File: src/rtl/mbox_seq_pkg.sv
// Shared constants and types for the mailbox chunk transfer sequencer.
// Assumes a 32-bit register bus with byte addresses held in BUS_AW bits.
package mbox_seq_pkg;
    localparam int BUS_AW = 4;

    localparam logic [BUS_AW-1:0] ADDR_CTRL  = 4'h0;
    localparam logic [BUS_AW-1:0] ADDR_STAT  = 4'h4;
    localparam logic [BUS_AW-1:0] ADDR_WDATA = 4'h8;
    localparam logic [BUS_AW-1:0] ADDR_RDATA = 4'hC;

    localparam logic [31:0] CTRL_GO     = 32'h8000_0000;
    localparam logic [31:0] END_OFFSET  = 32'hFFFF_FFFF;
    localparam logic [31:0] CMD_LOAD    = 32'd3;
    localparam logic [7:0]  OBJ_STAGE   = 8'h0B;
    localparam logic [31:0] RESP_DWORDS = 32'd4;

    localparam int STAT_READY = 31;
    localparam int STAT_FAULT = 2;
    localparam int RESP_FAULT = 2;

    typedef enum logic [2:0] {
        ERR_NONE    = 3'd0,
        ERR_IO      = 3'd1,
        ERR_TIMEOUT = 3'd2,
        ERR_BAD_HDR = 3'd3,
        ERR_BAD_OFF = 3'd4,
        ERR_PROTO   = 3'd5,
        ERR_LIMIT   = 3'd6
    } err_e;
endpackage

File: src/rtl/mbox_poll_timer.sv
// Poll pacing for the sequencer: counts the wait before each status read
// and the number of status reads made since the last clear.
// Assumes run is held for the whole wait and polled pulses once per read.
module mbox_poll_timer #(
    parameter int POLL_CYCLES = 100000,
    parameter int POLL_LIMIT  = 10000
) (
    input  logic clk,
    input  logic rst_n,
    input  logic clr,
    input  logic run,
    input  logic polled,
    output logic wait_over,
    output logic last_poll
);
    localparam int ICW = $clog2(POLL_CYCLES + 1);
    localparam int ACW = $clog2(POLL_LIMIT + 1);

    logic [ICW-1:0] icnt;
    logic [ACW-1:0] acnt;

    assign wait_over = run && (icnt == ICW'(POLL_CYCLES - 1));
    assign last_poll = (acnt == ACW'(POLL_LIMIT - 1));

    // Advance the interval and attempt counters.
    always_ff @(posedge clk) begin
        if (!rst_n || clr) begin
            icnt <= '0;
            acnt <= '0;
        end else begin
            if (run) icnt <= wait_over ? '0 : icnt + 1'b1;
            if (polled) acnt <= acnt + 1'b1;
        end
    end
endmodule

File: src/rtl/mbox_resp_check.sv
// Combinational validation of a four-dword response. A header mismatch
// ranks first, then an out-of-range offset, then the status fault flag.
module mbox_resp_check
    import mbox_seq_pkg::*;
(
    input  logic [31:0] hdr_lo,
    input  logic [31:0] hdr_hi,
    input  logic [31:0] offset,
    input  logic [31:0] status,
    input  logic [31:0] image_len,
    input  logic [31:0] exp_lo,
    output err_e        verdict,
    output logic        at_end
);
    // Rank the response faults and flag the end marker.
    always_comb begin
        at_end = (offset == END_OFFSET);
        if (hdr_lo != exp_lo || hdr_hi != RESP_DWORDS)
            verdict = ERR_BAD_HDR;
        else if (!at_end && offset > image_len)
            verdict = ERR_BAD_OFF;
        else if (status[RESP_FAULT])
            verdict = ERR_PROTO;
        else
            verdict = ERR_NONE;
    end
endmodule

File: src/rtl/mbox_stage_seq.sv
// Mailbox chunk transfer sequencer. Sends request objects, starts the
// device, polls status, reads and validates the response, and follows
// the returned offset until the end marker, an error or the limit.
// Assumes the image source answers combinationally and the bus holds
// each access until bus_ack.
module mbox_stage_seq
    import mbox_seq_pkg::*;
#(
    parameter int          CHUNK_DW    = 8,
    parameter logic [15:0] OWNER_ID    = 16'h1A2B,
    parameter int          POLL_CYCLES = 100000,
    parameter int          POLL_LIMIT  = 10000,
    parameter int          MAX_XACT    = 64,
    localparam int         IDXW        = (CHUNK_DW > 1) ? $clog2(CHUNK_DW) : 1
) (
    input  logic              clk,
    input  logic              rst_n,
    input  logic              start,
    input  logic [31:0]       image_len,
    output logic [31:0]       src_offset,
    output logic [IDXW-1:0]   src_index,
    input  logic [31:0]       src_data,
    output logic              bus_req,
    output logic              bus_we,
    output logic [BUS_AW-1:0] bus_addr,
    output logic [31:0]       bus_wdata,
    input  logic [31:0]       bus_rdata,
    input  logic              bus_ack,
    output logic              busy,
    output logic              done,
    output logic [2:0]        err_code
);
    localparam int          REQ_WORDS = 4 + CHUNK_DW;
    localparam int          WCW       = $clog2(REQ_WORDS);
    localparam int          XCW       = $clog2(MAX_XACT + 1);
    localparam logic [31:0] HDR_LO    = {8'h00, OBJ_STAGE, OWNER_ID};
    localparam logic [31:0] HDR_HI    = 32'(REQ_WORDS);

    typedef enum logic [2:0] {
        S_IDLE, S_WR, S_GO, S_WAIT, S_POLL, S_RD, S_RACK, S_EVAL
    } state_e;

    state_e         st;
    logic [WCW-1:0] widx;
    logic [WCW-1:0] wm4;
    logic [1:0]     ridx;
    logic [XCW-1:0] xact;
    logic [31:0]    off_q;
    logic [31:0]    r_lo, r_hi, r_off, r_stat;
    err_e           err_q;
    err_e           verdict;
    logic           at_end;
    logic           wait_over, last_poll;

    mbox_poll_timer #(
        .POLL_CYCLES(POLL_CYCLES),
        .POLL_LIMIT (POLL_LIMIT)
    ) u_timer (
        .clk      (clk),
        .rst_n    (rst_n),
        .clr      (st == S_GO),
        .run      (st == S_WAIT),
        .polled   (st == S_POLL && bus_ack),
        .wait_over(wait_over),
        .last_poll(last_poll)
    );

    mbox_resp_check u_check (
        .hdr_lo   (r_lo),
        .hdr_hi   (r_hi),
        .offset   (r_off),
        .status   (r_stat),
        .image_len(image_len),
        .exp_lo   (HDR_LO),
        .verdict  (verdict),
        .at_end   (at_end)
    );

    assign wm4        = widx - WCW'(4);
    assign src_index  = wm4[IDXW-1:0];
    assign src_offset = off_q;
    assign busy       = (st != S_IDLE);
    assign err_code   = err_q;

    // Drive the bus access belonging to the current state.
    always_comb begin
        bus_req   = 1'b1;
        bus_we    = 1'b1;
        bus_addr  = ADDR_WDATA;
        bus_wdata = '0;
        case (st)
            S_WR: begin
                case (widx)
                    WCW'(0): bus_wdata = HDR_LO;
                    WCW'(1): bus_wdata = HDR_HI;
                    WCW'(2): bus_wdata = CMD_LOAD;
                    WCW'(3): bus_wdata = '0;
                    default: bus_wdata = src_data;
                endcase
            end
            S_GO:   begin bus_addr = ADDR_CTRL; bus_wdata = CTRL_GO; end
            S_POLL: begin bus_we = 1'b0; bus_addr = ADDR_STAT; end
            S_RD:   begin bus_we = 1'b0; bus_addr = ADDR_RDATA; end
            S_RACK: bus_addr = ADDR_RDATA;
            default: bus_req = 1'b0;
        endcase
    end

    // Sequence the request, start, poll, response and evaluation steps.
    always_ff @(posedge clk) begin
        if (!rst_n) begin
            st     <= S_IDLE;
            done   <= 1'b0;
            err_q  <= ERR_NONE;
            off_q  <= '0;
            xact   <= '0;
            widx   <= '0;
            ridx   <= '0;
            r_lo   <= '0;
            r_hi   <= '0;
            r_off  <= '0;
            r_stat <= '0;
        end else begin
            case (st)
                S_IDLE: if (start) begin
                    done  <= 1'b0;
                    err_q <= ERR_NONE;
                    off_q <= '0;
                    xact  <= '0;
                    widx  <= '0;
                    st    <= S_WR;
                end
                S_WR: if (bus_ack) begin
                    if (widx == WCW'(REQ_WORDS - 1)) st <= S_GO;
                    else widx <= widx + 1'b1;
                end
                S_GO: if (bus_ack) st <= S_WAIT;
                S_WAIT: if (wait_over) st <= S_POLL;
                S_POLL: if (bus_ack) begin
                    if (bus_rdata[STAT_READY] || last_poll) begin
                        if (bus_rdata[STAT_FAULT]) begin
                            err_q <= ERR_IO;
                            st    <= S_IDLE;
                        end else if (!bus_rdata[STAT_READY]) begin
                            err_q <= ERR_TIMEOUT;
                            st    <= S_IDLE;
                        end else begin
                            ridx <= '0;
                            st   <= S_RD;
                        end
                    end else begin
                        st <= S_WAIT;
                    end
                end
                S_RD: if (bus_ack) begin
                    case (ridx)
                        2'd0: r_lo   <= bus_rdata;
                        2'd1: r_hi   <= bus_rdata;
                        2'd2: r_off  <= bus_rdata;
                        default: r_stat <= bus_rdata;
                    endcase
                    st <= S_RACK;
                end
                S_RACK: if (bus_ack) begin
                    if (ridx == 2'd3) st <= S_EVAL;
                    else begin
                        ridx <= ridx + 1'b1;
                        st   <= S_RD;
                    end
                end
                S_EVAL: begin
                    if (verdict != ERR_NONE) begin
                        err_q <= verdict;
                        st    <= S_IDLE;
                    end else if (at_end) begin
                        done <= 1'b1;
                        st   <= S_IDLE;
                    end else if (xact == XCW'(MAX_XACT - 1)) begin
                        err_q <= ERR_LIMIT;
                        st    <= S_IDLE;
                    end else begin
                        off_q <= r_off;
                        xact  <= xact + 1'b1;
                        widx  <= '0;
                        st    <= S_WR;
                    end
                end
                default: st <= S_IDLE;
            endcase
        end
    end
endmodule

File: config.mk
export PLATFORM = sky130hd
export DESIGN_NAME = mbox_stage_seq
export DESIGN_NICKNAME = d
export VERILOG_FILES = /design/src/rtl/mbox_seq_pkg.sv /design/src/rtl/mbox_poll_timer.sv /design/src/rtl/mbox_resp_check.sv /design/src/rtl/mbox_stage_seq.sv
export SDC_FILE = /design/constraint.sdc
export NUM_CORES = 1
export LEC_CHECK = 0
export ABC_AREA = 1
export ABC_CLOCK_PERIOD_IN_PS = 5200
export BUFFER_PORTS_ARGS = -buffer_cell sky130_fd_sc_hd__buf_4
export CORE_UTILIZATION = 41
export CTS_BUF_LIST = sky130_fd_sc_hd__clkbuf_4 sky130_fd_sc_hd__clkbuf_8
export DETAILED_ROUTE_END_ITERATION = 8
export SETUP_SLACK_MARGIN = 0.05
export SYNTH_ARGS = -nofsm -noshare
export SYNTH_HDL_FRONTEND = slang
export SYNTH_SLANG_ARGS = --single-unit
File: constraint.sdc
create_clock -name clk -period 5.2 [get_ports clk]
set_input_delay 0.26 -clock clk [delete_from_list [all_inputs] [get_ports clk]]
set_output_delay 0.26 -clock clk [all_outputs]
set_load 0.02 [all_outputs]
## After elaboration in Yosys (flattened, before gate mapping)

Cells that the tools add are included.

| word-level totals | value |
|---|---|
| register bits after elaboration | 182 |
| output and inout port bits | 78 |

| cells by class | value |
|---|---|
| $add $sub $neg | 6 |
| $lt $le $gt $ge | 1 |
| eq/ne operators | 40 |
| muxes and demuxes | 62 |
| bitwise operators | 1 |
| reduce and logical (&&, ||, !) cells | 31 |

Operators with widths:

| operator | number |
|---|---|
| $mux 32 | 4 |
| $pmux 32 s2 | 2 |
| $pmux 32 s4 | 1 |
| $mux 3 | 22 |
| $eq 32x32->1 const B | 1 |
| $gt 32x32->1 | 1 |
| $ne 2x2->1 const B | 16 |
| $ne 32x20->1 const B | 1 |
| $ne 32x3->1 const B | 1 |
| $mux 7 | 4 |
| $mux 4 | 6 |
| $pmux 3 s8 | 1 |
| $pmux 4 s3 | 2 |
| $reduce_and 7->1 | 3 |
| $add 17x1->17 const B | 1 |
| $eq 17x17->1 const B | 1 |
| $mux 17 | 1 |
| $add 14x1->14 const B | 1 |
| $eq 14x14->1 const B | 1 |
| $mux 2 | 7 |
| $pmux 7 s2 | 1 |
| $eq 3x3->1 const B | 4 |
| $reduce_and 3->1 | 4 |
| $reduce_bool 3->1 | 4 |
| 32 further kinds | 51 |

## Depth between registers and ports, before layout

| logic depth | value |
|---|---|
| word-level depth | 8 |
| gate-level depth with buffers | 21 |
| depth with buffers taken out | 20 |

## Hierarchy

A second synthesis with hierarchy kept.

| unflattened totals | value |
|---|---|
| cell total of the unflattened synthesis | 1633 |
| area total of the unflattened synthesis | 10679.0 um2 |

Modules (own cells, without submodules):

| module | times used | cells an instance | area an instance (um2) |
|---|---|---|---|
| mbox_stage_seq | 1 | 1093 | 7482.2 |
| mbox_poll_timer | 1 | 254 | 1645.3 |
| mbox_resp_check | 1 | 286 | 1551.5 |

## Least setup slack after synthesis

Ideal clock, no wire load.

| path | value |
|---|---|
| path type | reg-to-output |
| start | register widx[0] |
| end | output bus_wdata[31] |
| data arrival time | 1699 ps |
| data required time | 4940 ps |
| setup slack | 3241 ps |
| stages on the path, launching flop included | 9 |
| path buffers | 1 |
| path through | dfxtp_1 -> inv_1 -> ha_1 -> nand2_1 -> inv_1 -> nor2_1 -> nand2_1 -> buf_1 -> o21ai_0 |

| on the way | value |
|---|---|
| longest elaborated chain between the ends | 3 |
| elaborated cells between the ends (all ways) | 6 |

RTL lines:

| item | line | source |
|---|---|---|
| from (decl) | mbox_stage_seq.sv:44 | `logic [WCW-1:0] widx;` |
| from (signal assigned) | mbox_stage_seq.sv:135 | `else widx <= widx + 1'b1;` |
| $eq 4x2->1, or another cell as far along | mbox_stage_seq.sv:93 | `case (widx)` |
| $pmux 32 s4 (*) | mbox_stage_seq.sv:93 |  |
| $pmux 32 s2 (*) | mbox_stage_seq.sv:91 | `case (st)` |
| to (decl) | mbox_stage_seq.sv:26 | `output logic [31:0] bus_wdata,` |

Mark *: on every way between the ends. The rest lies on a longest branch, timed or not.

## Worst setup path after layout

| path | value |
|---|---|
| start | register widx[0] |
| end | output bus_wdata[9] |

The elaborated chain is that of the path after synthesis.

==> flow_summary.toml <==
[status]
outcome = "finished, final reports clean"

[cts]
cts_resized = 0
insertion_delay_ns = 0.47
tritoncts = "built"
h-tree-depth = 4
clockRootBuffer = "clkbuf_8"
cts_buffers = 17
clk_path_buf_depth = 2
clock_sink_count = 180
clkSlewWorstSetupHoldPaths_ns = 0.10
hold_buffers = 0
postCtsSetupRepairBufs = 0

[global_route]
grt_pass1_wl_um = 42160
antenna_found_initial = 0
grt_pass1_vias = 8203
track_usage = 0.2217
grt_max_degree = 106
grt-ovfl-total = 0

[placed_design]
dp_hpwl_um = 19440
port_buffers = 175
placed_cells = 1785
dpl_cell_area_mm2 = 0.01094
place_congestion = 0.8300

[timing]
rsz0062_at_grt = "no"
setup_tns_ns = 0
drv_slew = 0
slew_headroom = 0.2377
worst_pin_slew_ns = 1.141
hold_violations = 0
fin_worst_skew_ns = 0.01862
clock.fmax_mhz = 302.4
min_period_ns = 3.307
fin_crit_sh = 0.6360
report.final.setup_viol = 0

[routing]
drt_iter0_drc = 544
drtAntennaViolNets = 0
routed_wirelength_um = 26070
dr.pass1.iters = 5
wire_per_inst_um = 14.36
num_vias = 8952
drc = 0
vias_per_cell = 4.932

[hold_path]
hp-class = "in2reg"
min_to = "r_hi[17]"
min_from = "bus_rdata[17]"
whs_path_depth = 3

[floorplan]
die_area_mm2 = 0.02373
initial_core_util = 0.4186
dieWidth_um = 154.0
io_pins = 178
die_h_um = 154.0
core_area_mm2 = 0.02264
fp-row-count = 55

[synth]
ys_warn_count = 0
yosys.area.top_type = "dfxtp_1"
synth_seq_area_share = 0.3802
yosys_most_used_dff = "dfxtp_1"
yosysTopAreaCellShare = 0.3802
netlist_area_mm2 = 0.009478
synthCells = 1380
avgSynthCellArea_um2 = 6.868
synth_seq_cells = 180
synth_edf_count = 0
netlist_top_cells_area = "dfxtp_1, nor2_1, nand2_1, inv_1, o21ai_0"
synth.distinct_cells = 50
async_reset_ff_frac = 0

[power_and_ir_drop]
power_mw = 4.274
p_leak_nw = 5.059
power_density_mw_per_mm2 = 378.4
vdd_drop_max_mv = 0.1893

[critical_path]
r2r-start = "st[1]"
endpoint_kind = "output pin"
critical_path_buf_inv_count = 2
cp_max_fo = 32
cp.arrival_ns = 3.05
cpPeakStageDelay_ns = 0.74
crit_top_cell = "nor2_1"
cp.required_ns = 4.94
r2r_cells = 9
cp_slowest_cell = "nand2_1"
crit_family = "simple AND/OR/NAND/NOR gates"
path_cells = "ha_1 -> nor3b_1 -> nor2_1 -> nand2_1 -> inv_1 -> o21ai_1 -> nor2_1 -> buf_4"
start_kind = "flop"
reg2reg_slack_ns = 1.91
r2r_end = "r_hi[2]"
crit_type = "reg2out"

[cells_and_area]
nets = 1663
fin_area_mm2 = 0.01130
regArea_mm2 = 0.003603
multiInputGateArea_mm2 = 0.004922
syn_to_final_growth_pct = 19.18
fillers = 2349
layout-drive-gt1-share = 0.1621
n_antenna_cell = 0
final_common_cell = "nor2_1"
layout_common_cells = "nor2_1, nand2_1, inv_1"
fin_cells = 1815

[job]
maxCapViolations = 0
where the power goes:
part / switching, mW / leakage [nW] / internal, mW
Clock: 0.540 / 0.178 / 0.363
Combinational: 1.14 / 3.43 / 0.639
Sequential: 0.0902 / 1.45 / 1.50
Total: 1.77 / 5.06 / 2.50
how the worst max path moves through the flow:
stage,start,end,depth (start not counted)
after CTS,widx[0],bus_wdata[9],8
final,widx[0],bus_wdata[9],8
after detailed placement,image_len[23],xact[6],16
after global routing,widx[0],bus_wdata[17],8
after floorplan,widx[0],bus_wdata[31],8
after global placement,st[2],r_hi[2],8
layout make-up:
cell class,instances,share of cell area
repair buffers,179,0.1190
well taps,285,0.03157
clock buffers,19,0.02315
flip-flops and latches,180,0.3190
multi-input cells,952,0.4358
clock inverters,11,0.008529
inverters,189,0.06303
synth_stat cells, types with 3 or more instances:
library cell / number
a211oi_1: 4
a21oi_1: 105
buf_2: 15
buf_4: 5
clkbuf_1: 38
dfxtp_1: 180
ha_1: 44
inv_1: 182
inv_2: 4
nand2_1: 239
nand2_4: 3
nand3_1: 29
nand4_1: 65
nor2_1: 249
nor2_2: 4
nor2_4: 4
nor2_8: 3
nor3_1: 18
nor3b_1: 4
nor4_1: 11
o21a_1: 3
o21ai_0: 115
or2_1: 9
or2_2: 3
xor2_1: 11
sequential cells by signal, summed over array words and instances, names as in the netlist:
signal,cells
r_hi,32
r_off,32
src_offset,32
widx,4
xact,7
u_timer.acnt,14
u_timer.icnt,17
ridx,2
err_code,3
done,1
r_lo,32
st,3
r_stat,1
metal layers:
metal | track usage | vias up | share of wire
met1 | 0.2994 | 4013 | 0.48
met2 | 0.3636 | 187 | 0.46
li1 | - | 4724 | -
met4 | 0.06857 | 0 | 0.016
met5 | 0 | - | 0
met3 | 0.03269 | 28 | 0.042
logic make-up after synthesis:
kind of cell | count (synthesis) | synth area share
xor gates and xnor gates | 13 | 0.01201
DFF | 180 | 0.3802
buffers and inverters | 249 | 0.1028
AOI/OAI and AO/OA | 236 | 0.1302
adders and majority gates | 44 | 0.05809
other | 1 | 0.0003957
and+or+nand+nor | 657 | 0.3163
stage by stage:
| step | util | hold slack [ns] | worst slack (ns) |
|---|---|---|---|
| final | 0.4989 | 0.07085 | 1.893 |
| after global routing | 0.4989 | 0.05519 | 1.425 |
| after CTS | 0.4989 | 0.04634 | 1.864 |
| after detailed placement | 0.4831 | 0.4480 | 1.895 |
| after global placement | 0.4831 | 0.4428 | 1.924 |
| after floorplan | - | 0.4267 | 3.241 |
worst reg2reg max path, cell delays in order, from the launching register on:
cell      delay, ns
dfxtp_1        0.45
inv_1          0.09
nand2_1        0.10
nor2_1         0.05
inv_1          0.09
nor2_2         0.07
nand2_1        0.83
clkinv_1       1.00
o21ai_0        0.42
a21oi_1        0.06
(Power assumes the default switching activity.)
